[config.mk]
export PLATFORM = sky130hd
export DESIGN_NAME = rxack_ctrl
export DESIGN_NICKNAME = d
export VERILOG_FILES = /design/src/rtl/rxack_pkg.sv /design/src/rtl/rxack_cfg_reg.sv /design/src/rtl/rxack_ack_unit.sv /design/src/rtl/rxack_hold_unit.sv /design/src/rtl/rxack_ctrl.sv
export SDC_FILE = /design/constraint.sdc
export NUM_CORES = 1
export LEC_CHECK = 0
export BUFFER_PORTS_ARGS = -buffer_cell sky130_fd_sc_hd__buf_2
export CAP_MARGIN = 25
export CORE_MARGIN = 4
export CORE_UTILIZATION = 44
export DETAILED_ROUTE_END_ITERATION = 10
export PLACE_DENSITY = 0.8
export SYNTH_ARGS = -nofsm -noshare
export SYNTH_HDL_FRONTEND = slang
export SYNTH_SLANG_ARGS = --single-unit
[constraint.sdc]
create_clock -name clk -period 1.87 [get_ports clk]
set_clock_uncertainty 0.1 [all_clocks]
set_input_delay 0.374 -clock clk [delete_from_list [all_inputs] [get_ports clk]]
set_output_delay 0.374 -clock clk [all_outputs]
set_load 0.01 [all_outputs]
[src/rtl/rxack_pkg.sv]
package rxack_pkg;
    // control register, bit 7 down to bit 0
    typedef struct packed {
        logic       smbus;
        logic       wait_en;
        logic       early_flag;
        logic       ack_wen;
        logic       ack_tx;
        logic       ack_rx;
        logic [1:0] filt;
    } ctrl_t;
endpackage

[src/rtl/rxack_cfg_reg.sv]
module rxack_cfg_reg
    import rxack_pkg::*;
(
    input  logic       clk,
    input  logic       rst_n,
    input  logic       wr_en,
    input  logic [7:0] wr_data,
    input  logic       cap_en,
    input  logic       cap_val,
    output ctrl_t      ctrl_o,
    output logic       ack_tx_next
);
    ctrl_t ctrl_d, ctrl_q;

    always_comb begin
        ctrl_d = ctrl_q;
        if (wr_en) begin
            ctrl_d.filt       = wr_data[1:0];
            ctrl_d.ack_wen    = wr_data[4];
            ctrl_d.early_flag = wr_data[5];
            ctrl_d.wait_en    = wr_data[6];
            ctrl_d.smbus      = wr_data[7];
            if (wr_data[4]) begin
                ctrl_d.ack_tx = wr_data[3];
            end
        end
        if (cap_en) begin
            ctrl_d.ack_rx = cap_val;
        end
    end

    always_ff @(posedge clk) begin
        if (!rst_n) begin
            ctrl_q <= '0;
        end else begin
            ctrl_q <= ctrl_d;
        end
    end

    assign ctrl_o      = ctrl_q;
    assign ack_tx_next = ctrl_d.ack_tx;


    ack_tx_protect_chk: assert property (@(posedge clk) disable iff (!rst_n)
        (wr_en && !wr_data[4]) |=> $stable(ctrl_q.ack_tx));

    ack_rx_readonly_chk: assert property (@(posedge clk) disable iff (!rst_n)
        !cap_en |=> $stable(ctrl_q.ack_rx));
endmodule

[src/rtl/rxack_ack_unit.sv]
module rxack_ack_unit #(
    parameter int CNT_W   = 4,
    parameter int ACK_CLK = 9
) (
    input  logic             clk,
    input  logic             rst_n,
    input  logic [CNT_W-1:0] bit_cnt,
    input  logic             scl_rise,
    input  logic             sda_in,
    input  logic             ack_tx_next,
    output logic             cap_en,
    output logic             cap_val,
    output logic             sda_out
);
    localparam logic [CNT_W-1:0] ACK_CNT = CNT_W'(ACK_CLK);

    logic sda_d, sda_q;

    always_comb begin
        cap_en  = scl_rise && (bit_cnt == ACK_CNT);
        cap_val = sda_in;
        sda_d   = (bit_cnt == ACK_CNT) ? ack_tx_next : 1'b1;
    end

    always_ff @(posedge clk) begin
        if (!rst_n) begin
            sda_q <= 1'b1;
        end else begin
            sda_q <= sda_d;
        end
    end

    assign sda_out = sda_q;


    ack_low_only_in_ack_clk_chk: assert property (@(posedge clk) disable iff (!rst_n)
        !sda_q |-> ($past(bit_cnt) == ACK_CNT));
endmodule

[src/rtl/rxack_hold_unit.sv]
module rxack_hold_unit #(
    parameter int CNT_W   = 4,
    parameter int ACK_CLK = 9
) (
    input  logic             clk,
    input  logic             rst_n,
    input  logic             scl_rise,
    input  logic             scl_fall,
    input  logic [CNT_W-1:0] bit_cnt,
    input  logic             data_rd,
    input  logic             early_flag,
    input  logic             wait_en,
    output logic             rx_full,
    output logic             scl_hold
);
    localparam logic [CNT_W-1:0] ACK_CNT  = CNT_W'(ACK_CLK);
    localparam logic [CNT_W-1:0] DATA_CNT = CNT_W'(ACK_CLK - 1);

    typedef struct packed {
        logic full;
        logic hold8;
        logic holdw;
        logic hold;
    } st_t;

    st_t st_d, st_q;
    logic in_range;
    logic [CNT_W-1:0] set_cnt;

    always_comb begin
        st_d     = st_q;
        in_range = (bit_cnt != '0) && (bit_cnt <= ACK_CNT);
        set_cnt  = early_flag ? DATA_CNT : ACK_CNT;

        if (scl_rise && in_range && (bit_cnt == set_cnt)) begin
            st_d.full = 1'b1;
        end else if (data_rd) begin
            st_d.full = 1'b0;
        end

        if (!in_range) begin
            st_d.hold8 = 1'b0;
            st_d.holdw = 1'b0;
        end else begin
            if (scl_fall && early_flag && (bit_cnt == DATA_CNT)) begin
                st_d.hold8 = 1'b1;
            end else if (data_rd) begin
                st_d.hold8 = 1'b0;
            end
            if (scl_fall && wait_en && (bit_cnt == ACK_CNT)) begin
                st_d.holdw = 1'b1;
            end else if (data_rd) begin
                st_d.holdw = 1'b0;
            end
        end
        st_d.hold = st_d.hold8 | st_d.holdw;
    end

    always_ff @(posedge clk) begin
        if (!rst_n) begin
            st_q <= '0;
        end else begin
            st_q <= st_d;
        end
    end

    assign rx_full  = st_q.full;
    assign scl_hold = st_q.hold;


    full_rise_cause_chk: assert property (@(posedge clk) disable iff (!rst_n)
        $rose(st_q.full) |-> $past(scl_rise));

    read_clears_full_chk: assert property (@(posedge clk) disable iff (!rst_n)
        (data_rd && !scl_rise) |=> !st_q.full);

    read_releases_hold_chk: assert property (@(posedge clk) disable iff (!rst_n)
        (data_rd && !scl_fall) |=> !st_q.hold);

    idle_release_chk: assert property (@(posedge clk) disable iff (!rst_n)
        ((bit_cnt == '0) || (bit_cnt > ACK_CNT)) |=> !st_q.hold);

    no_hold_when_off_chk: assert property (@(posedge clk) disable iff (!rst_n)
        (!early_flag && !wait_en && !st_q.hold) |=> !st_q.hold);
endmodule

[src/rtl/rxack_ctrl.sv]
module rxack_ctrl #(
    parameter int CNT_W   = 4,
    parameter int ACK_CLK = 9
) (
    input  logic             clk,
    input  logic             rst_n,
    input  logic             reg_wr_en,
    input  logic [7:0]       reg_wr_data,
    output logic [7:0]       reg_rd_data,
    input  logic             scl_rise,
    input  logic             scl_fall,
    input  logic [CNT_W-1:0] bit_cnt,
    input  logic             sda_in,
    input  logic             data_rd,
    output logic             sda_ack_out,
    output logic             scl_hold,
    output logic             rx_full,
    output logic [1:0]       filt_sel,
    output logic             smbus_mode
);
    import rxack_pkg::*;

    ctrl_t ctrl;
    logic  ack_tx_next;
    logic  cap_en;
    logic  cap_val;

    rxack_cfg_reg i_cfg (
        .clk         (clk),
        .rst_n       (rst_n),
        .wr_en       (reg_wr_en),
        .wr_data     (reg_wr_data),
        .cap_en      (cap_en),
        .cap_val     (cap_val),
        .ctrl_o      (ctrl),
        .ack_tx_next (ack_tx_next)
    );

    rxack_ack_unit #(.CNT_W(CNT_W), .ACK_CLK(ACK_CLK)) i_ack (
        .clk         (clk),
        .rst_n       (rst_n),
        .bit_cnt     (bit_cnt),
        .scl_rise    (scl_rise),
        .sda_in      (sda_in),
        .ack_tx_next (ack_tx_next),
        .cap_en      (cap_en),
        .cap_val     (cap_val),
        .sda_out     (sda_ack_out)
    );

    rxack_hold_unit #(.CNT_W(CNT_W), .ACK_CLK(ACK_CLK)) i_hold (
        .clk        (clk),
        .rst_n      (rst_n),
        .scl_rise   (scl_rise),
        .scl_fall   (scl_fall),
        .bit_cnt    (bit_cnt),
        .data_rd    (data_rd),
        .early_flag (ctrl.early_flag),
        .wait_en    (ctrl.wait_en),
        .rx_full    (rx_full),
        .scl_hold   (scl_hold)
    );

    assign reg_rd_data = ctrl;
    assign filt_sel    = ctrl.filt;
    assign smbus_mode  = ctrl.smbus;
endmodule

==> results of run 1 <==
[metrics by stage]
step | power, mW | worst slack [ns] | utilization
after floorplan | 0.345 | 0.599 | -
after global placement | 0.373 | 0.442 | 0.604
after detailed placement | 0.376 | 0.432 | 0.604
after CTS | 0.549 | 0.540 | 0.627
after global routing | 0.569 | 0.519 | 0.627
final | 0.542 | 0.550 | 0.627
[routing by layer]
metal | part of all wire | global-route usage
met1 | 0.44 | 0.155
met2 | 0.44 | 0.177
met3 | 0.093 | 0.0650
met4 | 0.024 | 0.0904
met5 | 0 | 0
[layout by cell type, fill, tap and decap left out]
cell type	count
a21boi_0	1
a21oi_1	2
a31oi_1	1
and4bb_2	1
buf_2	31
clkbuf_4	3
clkinv_2	1
dfxtp_1	13
mux2i_1	7
nand2_1	3
nand2b_1	3
nand3_1	3
nand3_2	1
nand3b_1	2
nand4_1	1
nor2b_1	6
nor3b_2	1
o21ai_0	1
o21ai_2	1
o21bai_1	1
or4_4	1
xor2_1	1
[flip-flops by register name, indices dropped and copies added (netlist names)]
register / flops
i_hold.st_q: 2
i_hold.scl_hold: 1
i_cfg.ctrl_o: 8
i_hold.rx_full: 1
i_ack.sda_out: 1
[power by group through the flow]
stage / Clock [mW] / Sequential [mW] / Combinational [mW]
floorplan: 0 / 0.302 / 0.0434
global placement: 0 / 0.298 / 0.0748
detailed placement: 0 / 0.299 / 0.0766
CTS: 0.180 / 0.293 / 0.0770
global route: 0.192 / 0.294 / 0.0836
finish: 0.175 / 0.292 / 0.0753
[cell families after synthesis]
kind of cell | Yosys count | share of synthesized area
compound gates | 7 | 0.0776
buf+inv | 7 | 0.0797
simple gates | 22 | 0.259
xor+xnor | 1 | 0.0151
flops | 13 | 0.448
mux | 7 | 0.121
[area by class of cell]
cell class                      instances  area (sq um)  area share
Tap cell                               14          17.5      0.0239
Timing Repair Buffer                   31           155       0.211
Clock inverter                          1          5.00     0.00681
Clock buffer                            3          22.5      0.0307
Sequential cell                        13           260       0.354
Multi-Input combinational cell         37           274       0.373
[final timing paths]
kind	startpoint	end	slack (ns)	depth (start not counted)
hold reg to reg	i_cfg.ctrl_o[2]$_SDFFE_PN0P_	i_cfg.ctrl_o[2]$_SDFFE_PN0P_	0.36	2
setup / recovery	i_cfg.ctrl_o[5]$_SDFFE_PN0P_	reg_rd_data[5]	0.55	1
setup reg to reg	i_cfg.ctrl_o[5]$_SDFFE_PN0P_	i_hold.rx_full$_SDFFE_PN0P_	0.95	3
hold / removal	bit_cnt[0]	i_ack.sda_out$_SDFF_PN1_	0.22	2
[Yosys cell counts]
library cell  instances  area, sq um
nor3b_2               1         12.5
o21ai_0               1         5.00
nand2_1               3         11.3
a21oi_1               2         10.0
nand3_2               1         10.0
nand2b_1              3         18.8
dfxtp_1              13          260
nand3b_1              2         15.0
xor2_1                1         8.76
mux2i_1               7         70.1
clkbuf_1              1         3.75
a31oi_1               1         6.26
or4_4                 1         11.3
nor2b_1               6         37.5
o21bai_1              1         7.51
buf_4                 5         37.5
buf_2                 1         5.00
nand3_1               3         15.0
o21ai_2               1         8.76
nand4_1               1         6.26
a21boi_0              1         7.51
and4bb_2              1         12.5
==> impl_metrics.csv, run 1 <==
group,metric,value,unit
placed_design,place_congestion,0.723,
critical_path,end_kind,"output pin",
die,core,1170,sq um
power,power_switching,138,uW
synth,ys_seq_elements,13,
grt,grt_pass1_wl,1800,um
grt,antenna_found_initial,0,
clock_network,ctsRootBufferMaster,"clkbuf_4",
power,combPwrFrac,0.139,
run_status,status,"finished clean",
synth,postSynthAreaPerCell,10.2,sq um
clock_network,cts_setup_buffers,0,
power,p_sw_frac,0.254,
synth,yosysSeqAreaShare,0.448,
timing,tightest_slew,0.202,ns
critical_path,path_delay_family,"flip-flops",
critical_path,critPathKind,"reg2out",
placed_design,placed_cells,95,
route,wl_per_cell,11.4,um
die,die_area,1960,sq um
cells_and_area,final_area,734,sq um
power,clockPowerShare,0.322,
route,viasPerCell,4.78,
worst_hold_path,hold_class,"in2reg",
timing,period_share,0.706,
timing,maxSlewViolCount,0,
critical_path,crit_required,1.40,ns
synth,syn_inst,57,
die,start_util,0.496,
cells_and_area,nNetsFinal,105,
placed_design,portBuffers,31,
timing,finalHoldViolations,0,
grt,grt_pass1_vias,406,
cells_and_area,drive_gt1_frac,0.471,
timing,hold-worst-slack,0.224,ns
route,antenna_left,0,
timing,fin_tns_setup,0,ns
timing,rsz0062_at_grt,"no",
cells_and_area,area_delta_synth_final,26.5,%
synth,ys_types,22,
grt,grt_overflow,0,
power,p_int,405,uW
timing,slew_headroom,0.861,
route,drt_pre_antenna_iters,4,
power,power_leakage,0.364,nW
route,first_iter_violations,3,
synth,syn_nets,76,
die,die_w,44.3,um
critical_path,path_cells,"buf_2",
critical_path,path_max_fanout,4,
clock_network,htreeDepth,1,
cells_and_area,fillers,97,
placed_design,hpwlAfterDp,912,um
die,ios,33,
power,ir_drop,0.306,mV
cells_and_area,antenna_cells,0,
critical_path,crit_arrival,0.85,ns
clock_network,clk_path_buf_depth,2,
clock_network,path_clk_slew,0.08,ns
route,drt-total-wl,1130,um
critical_path,critPathMaxStageDelay,0.41,ns
clock_network,cts_buffers,3,
synth,netlist_area,581,sq um
synth,synth_warnings,0,
timing,max_freq,758,MHz
cells_and_area,layout.cells.non_filler,99,
route,drc,0,
placed_design,dpl-instance-area,707,sq um
grt,grt_max_degree,13,
clock_network,cts_tree,"yes",
power,pwr-share-seq,0.539,
flow_run,drv_cap,0,
power,pwr_density_cell,738,nW/um^2
timing,setup_viol,0,
route,vias,473,
grt,grtUsageTotal,0.129,
clock_network,clock-sinks,13,
critical_path,critPathBufInv,1,
clock_network,clk_latency,0.28,ns
clock_network,cts_resized,0,
critical_path,critPathLaunchType,"flip-flop",
clock_network,hold_buffers,0,
timing,layout_min_cycle_time,1.32,ns
die,row_count,12,
die,die_h,44.3,um
critical_path,cp_slowest_cell,"dfxtp_1",
(Power assumes the default switching activity.)
==> run 2: changes to the inputs <==
--- a/config.mk
+++ b/config.mk
@@ -8,9 +8,9 @@
 export BUFFER_PORTS_ARGS = -buffer_cell sky130_fd_sc_hd__buf_2
 export CAP_MARGIN = 25
 export CORE_MARGIN = 4
-export CORE_UTILIZATION = 44
+export CORE_UTILIZATION = 37
 export DETAILED_ROUTE_END_ITERATION = 10
-export PLACE_DENSITY = 0.8
+export PLACE_DENSITY = 0.72
 export SYNTH_ARGS = -nofsm -noshare
 export SYNTH_HDL_FRONTEND = slang
 export SYNTH_SLANG_ARGS = --single-unit
==> constraint.sdc (replaced) <==
create_clock -name clk -period 1.1 [get_ports clk]
set_clock_uncertainty 0.1 [all_clocks]
set_input_delay 0.22 -clock clk [delete_from_list [all_inputs] [get_ports clk]]
set_output_delay 0.22 -clock clk [all_outputs]
set_load 0.01 [all_outputs]
==> run 2 against run 1 <==
Effect of this change:
- clock power rose by 67%
- sequential cell count did not move
- die area rose by 15%
- critical path type unchanged
- final area rose by 15%
- combinational power rose by 120%
- worst setup slack got worse by 0.50 ns
- sequential power rose by 70%
==> impl_metrics.csv, run 2 (synthesis gave the netlist of run 1 again) <==
group,metric,value,unit
run_status,status,"finished clean",
grt,grt_pass1_vias,470,
clock_network,cts_buffers,3,
power,power_leakage,0.416,nW
critical_path,end_kind,"output pin",
route,drt_pre_antenna_iters,6,
timing,max_freq,951,MHz
power,p_int,718,uW
cells_and_area,nNetsFinal,114,
critical_path,cp_slowest_cell,"dfxtp_2",
critical_path,critPathMaxStageDelay,0.36,ns
power,clockPowerShare,0.305,
route,drt-total-wl,1280,um
clock_network,clk_latency,0.27,ns
clock_network,htreeDepth,1,
critical_path,path_delay_family,"flip-flops",
grt,antenna_found_initial,0,
power,p_sw_frac,0.250,
flow_run,drv_cap,0,
critical_path,critPathBufInv,1,
route,wl_per_cell,11.6,um
die,die_h,47.6,um
timing,maxSlewViolCount,0,
critical_path,path_max_fanout,3,
route,drc,0,
cells_and_area,layout.cells.non_filler,110,
route,vias,513,
die,start_util,0.390,
die,die_area,2270,sq um
cells_and_area,drive_gt1_frac,0.606,
clock_network,clock-sinks,13,
placed_design,hpwlAfterDp,978,um
cells_and_area,antenna_cells,0,
cells_and_area,utilization,0.566,
placed_design,place_congestion,0.687,
placed_design,portBuffers,31,
power,power_switching,239,uW
grt,grt_overflow,0,
worst_hold_path,hold_class,"in2reg",
power,combPwrFrac,0.176,
critical_path,critPathKind,"reg2out",
timing,rsz0062_at_grt,"yes",
timing,slew_headroom,0.844,
cells_and_area,final_cell_mix,"buf_2, buf_4, mux2i_1, dfxtp_2, nor2b_1",
die,die_w,47.6,um
clock_network,ctsRootBufferMaster,"clkbuf_4",
cells_and_area,largest_reg_flops,8,
die,row_count,14,
timing,finalHoldViolations,0,
placed_design,placed_cells,103,
grt,grt_max_degree,13,
route,viasPerCell,4.66,
cells_and_area,area_delta_synth_final,45.3,%
critical_path,crit_required,0.78,ns
critical_path,crit_arrival,0.73,ns
timing,layout_min_cycle_time,1.05,ns
grt,use_met1,0.165,
power,pwr_density_cell,1140,nW/um^2
timing,tightest_slew,0.235,ns
die,core,1490,sq um
route,antenna_left,0,
grt,use_met2,0.193,
grt,grt_use_met3,0.0338,
critical_path,critPathLaunchType,"flip-flop",
power,pwr-share-seq,0.519,
clock_network,path_clk_slew,0.08,ns
grt,grtUsageTotal,0.129,
grt,grt.busiest_layer,"met2",
timing,period_share,0.956,
timing,setup_viol,0,
cells_and_area,mostFrequentLayoutCell,"buf_2",
clock_network,cts_tree,"yes",
power,ir_drop,0.696,mV
route,first_iter_violations,7,
critical_path,path_cells,"buf_6",
grt,grt_pass1_wl,2020,um
clock_network,clk_path_buf_depth,2,
die,ios,33,
## run 2: changes by cell type in the layout (fill, tap and decap cells not counted)
| cell | change |
|---|---|
| buf_2 | -3 |
| buf_4 | +9 |
| buf_6 | +3 |
| dfxtp_1 | -8 |
| dfxtp_2 | +7 |
| dfxtp_4 | +1 |
| nand3_2 | -1 |
| nand3_4 | +1 |
## run 2: worst paths after layout
| kind | start | end | slack (ns) | cells past startpoint |
|---|---|---|---|---|
| max | i_cfg.ctrl_o[1]$_SDFFE_PN0P_ | filt_sel[1] | 0.05 | 1 |
| min reg2reg | i_cfg.ctrl_o[2]$_SDFFE_PN0P_ | i_cfg.ctrl_o[2]$_SDFFE_PN0P_ | 0.36 | 2 |
| max reg2reg | i_cfg.ctrl_o[5]$_SDFFE_PN0P_ | i_hold.rx_full$_SDFFE_PN0P_ | 0.06 | 4 |
| min | sda_in | i_cfg.ctrl_o[2]$_SDFFE_PN0P_ | 0.07 | 3 |
## run 2: repair_timing
item,CTS,global route
setup endpoints to repair,2,11
gates cloned,0,0
endpoints found under the hold margin,0,0
gates resized for setup,3,9
hold buffers,0,0
buffers inserted,0,3
pin swaps,0,0
## run 2: layout make-up
class | instances | area [sq um]
flip-flops and latches | 13 | 273
well taps | 16 | 20.0
clock buffers | 3 | 22.5
multi-input cells | 37 | 282
clock inverters | 1 | 5.00
fillers | 136 | 646
repair buffers | 40 | 241
## run 2: metal layers
| layer | share of wire | wire length, um | vias to the layer above |
|---|---|---|---|
| li1 | - | - | 266 |
| met1 | 0.42 | 534 | 232 |
| met2 | 0.52 | 662 | 13 |
| met3 | 0.050 | 64 | 2 |
| met4 | 0.013 | 16 | 0 |
| met5 | 0 | 0 | - |
## run 2: per-stage QoR
step | area (sq um) | setup WS [ns] | hold WS (ns) | power (mW) | TNS (ns)
after global placement | 762 | -0.124 | 0.344 | 0.656 | -0.531
after detailed placement | 762 | -0.142 | 0.349 | 0.659 | -0.621
after CTS | 798 | 0.00355 | 0.0730 | 0.960 | 0
after floorplan | 588 | 0.00588 | 0.194 | 0.590 | 0
after global routing | 843 | -0.0151 | 0.0639 | 1.03 | -0.0638
final | 843 | 0.0482 | 0.0745 | 0.958 | 0
## run 2: power by group through the flow
stage,registers [mW],logic (mW),clock network (mW)
detailed placement,0.508,0.151,0
global placement,0.508,0.148,0
floorplan,0.513,0.0765,0
CTS,0.498,0.153,0.308
global route,0.500,0.183,0.349
finish,0.497,0.168,0.292
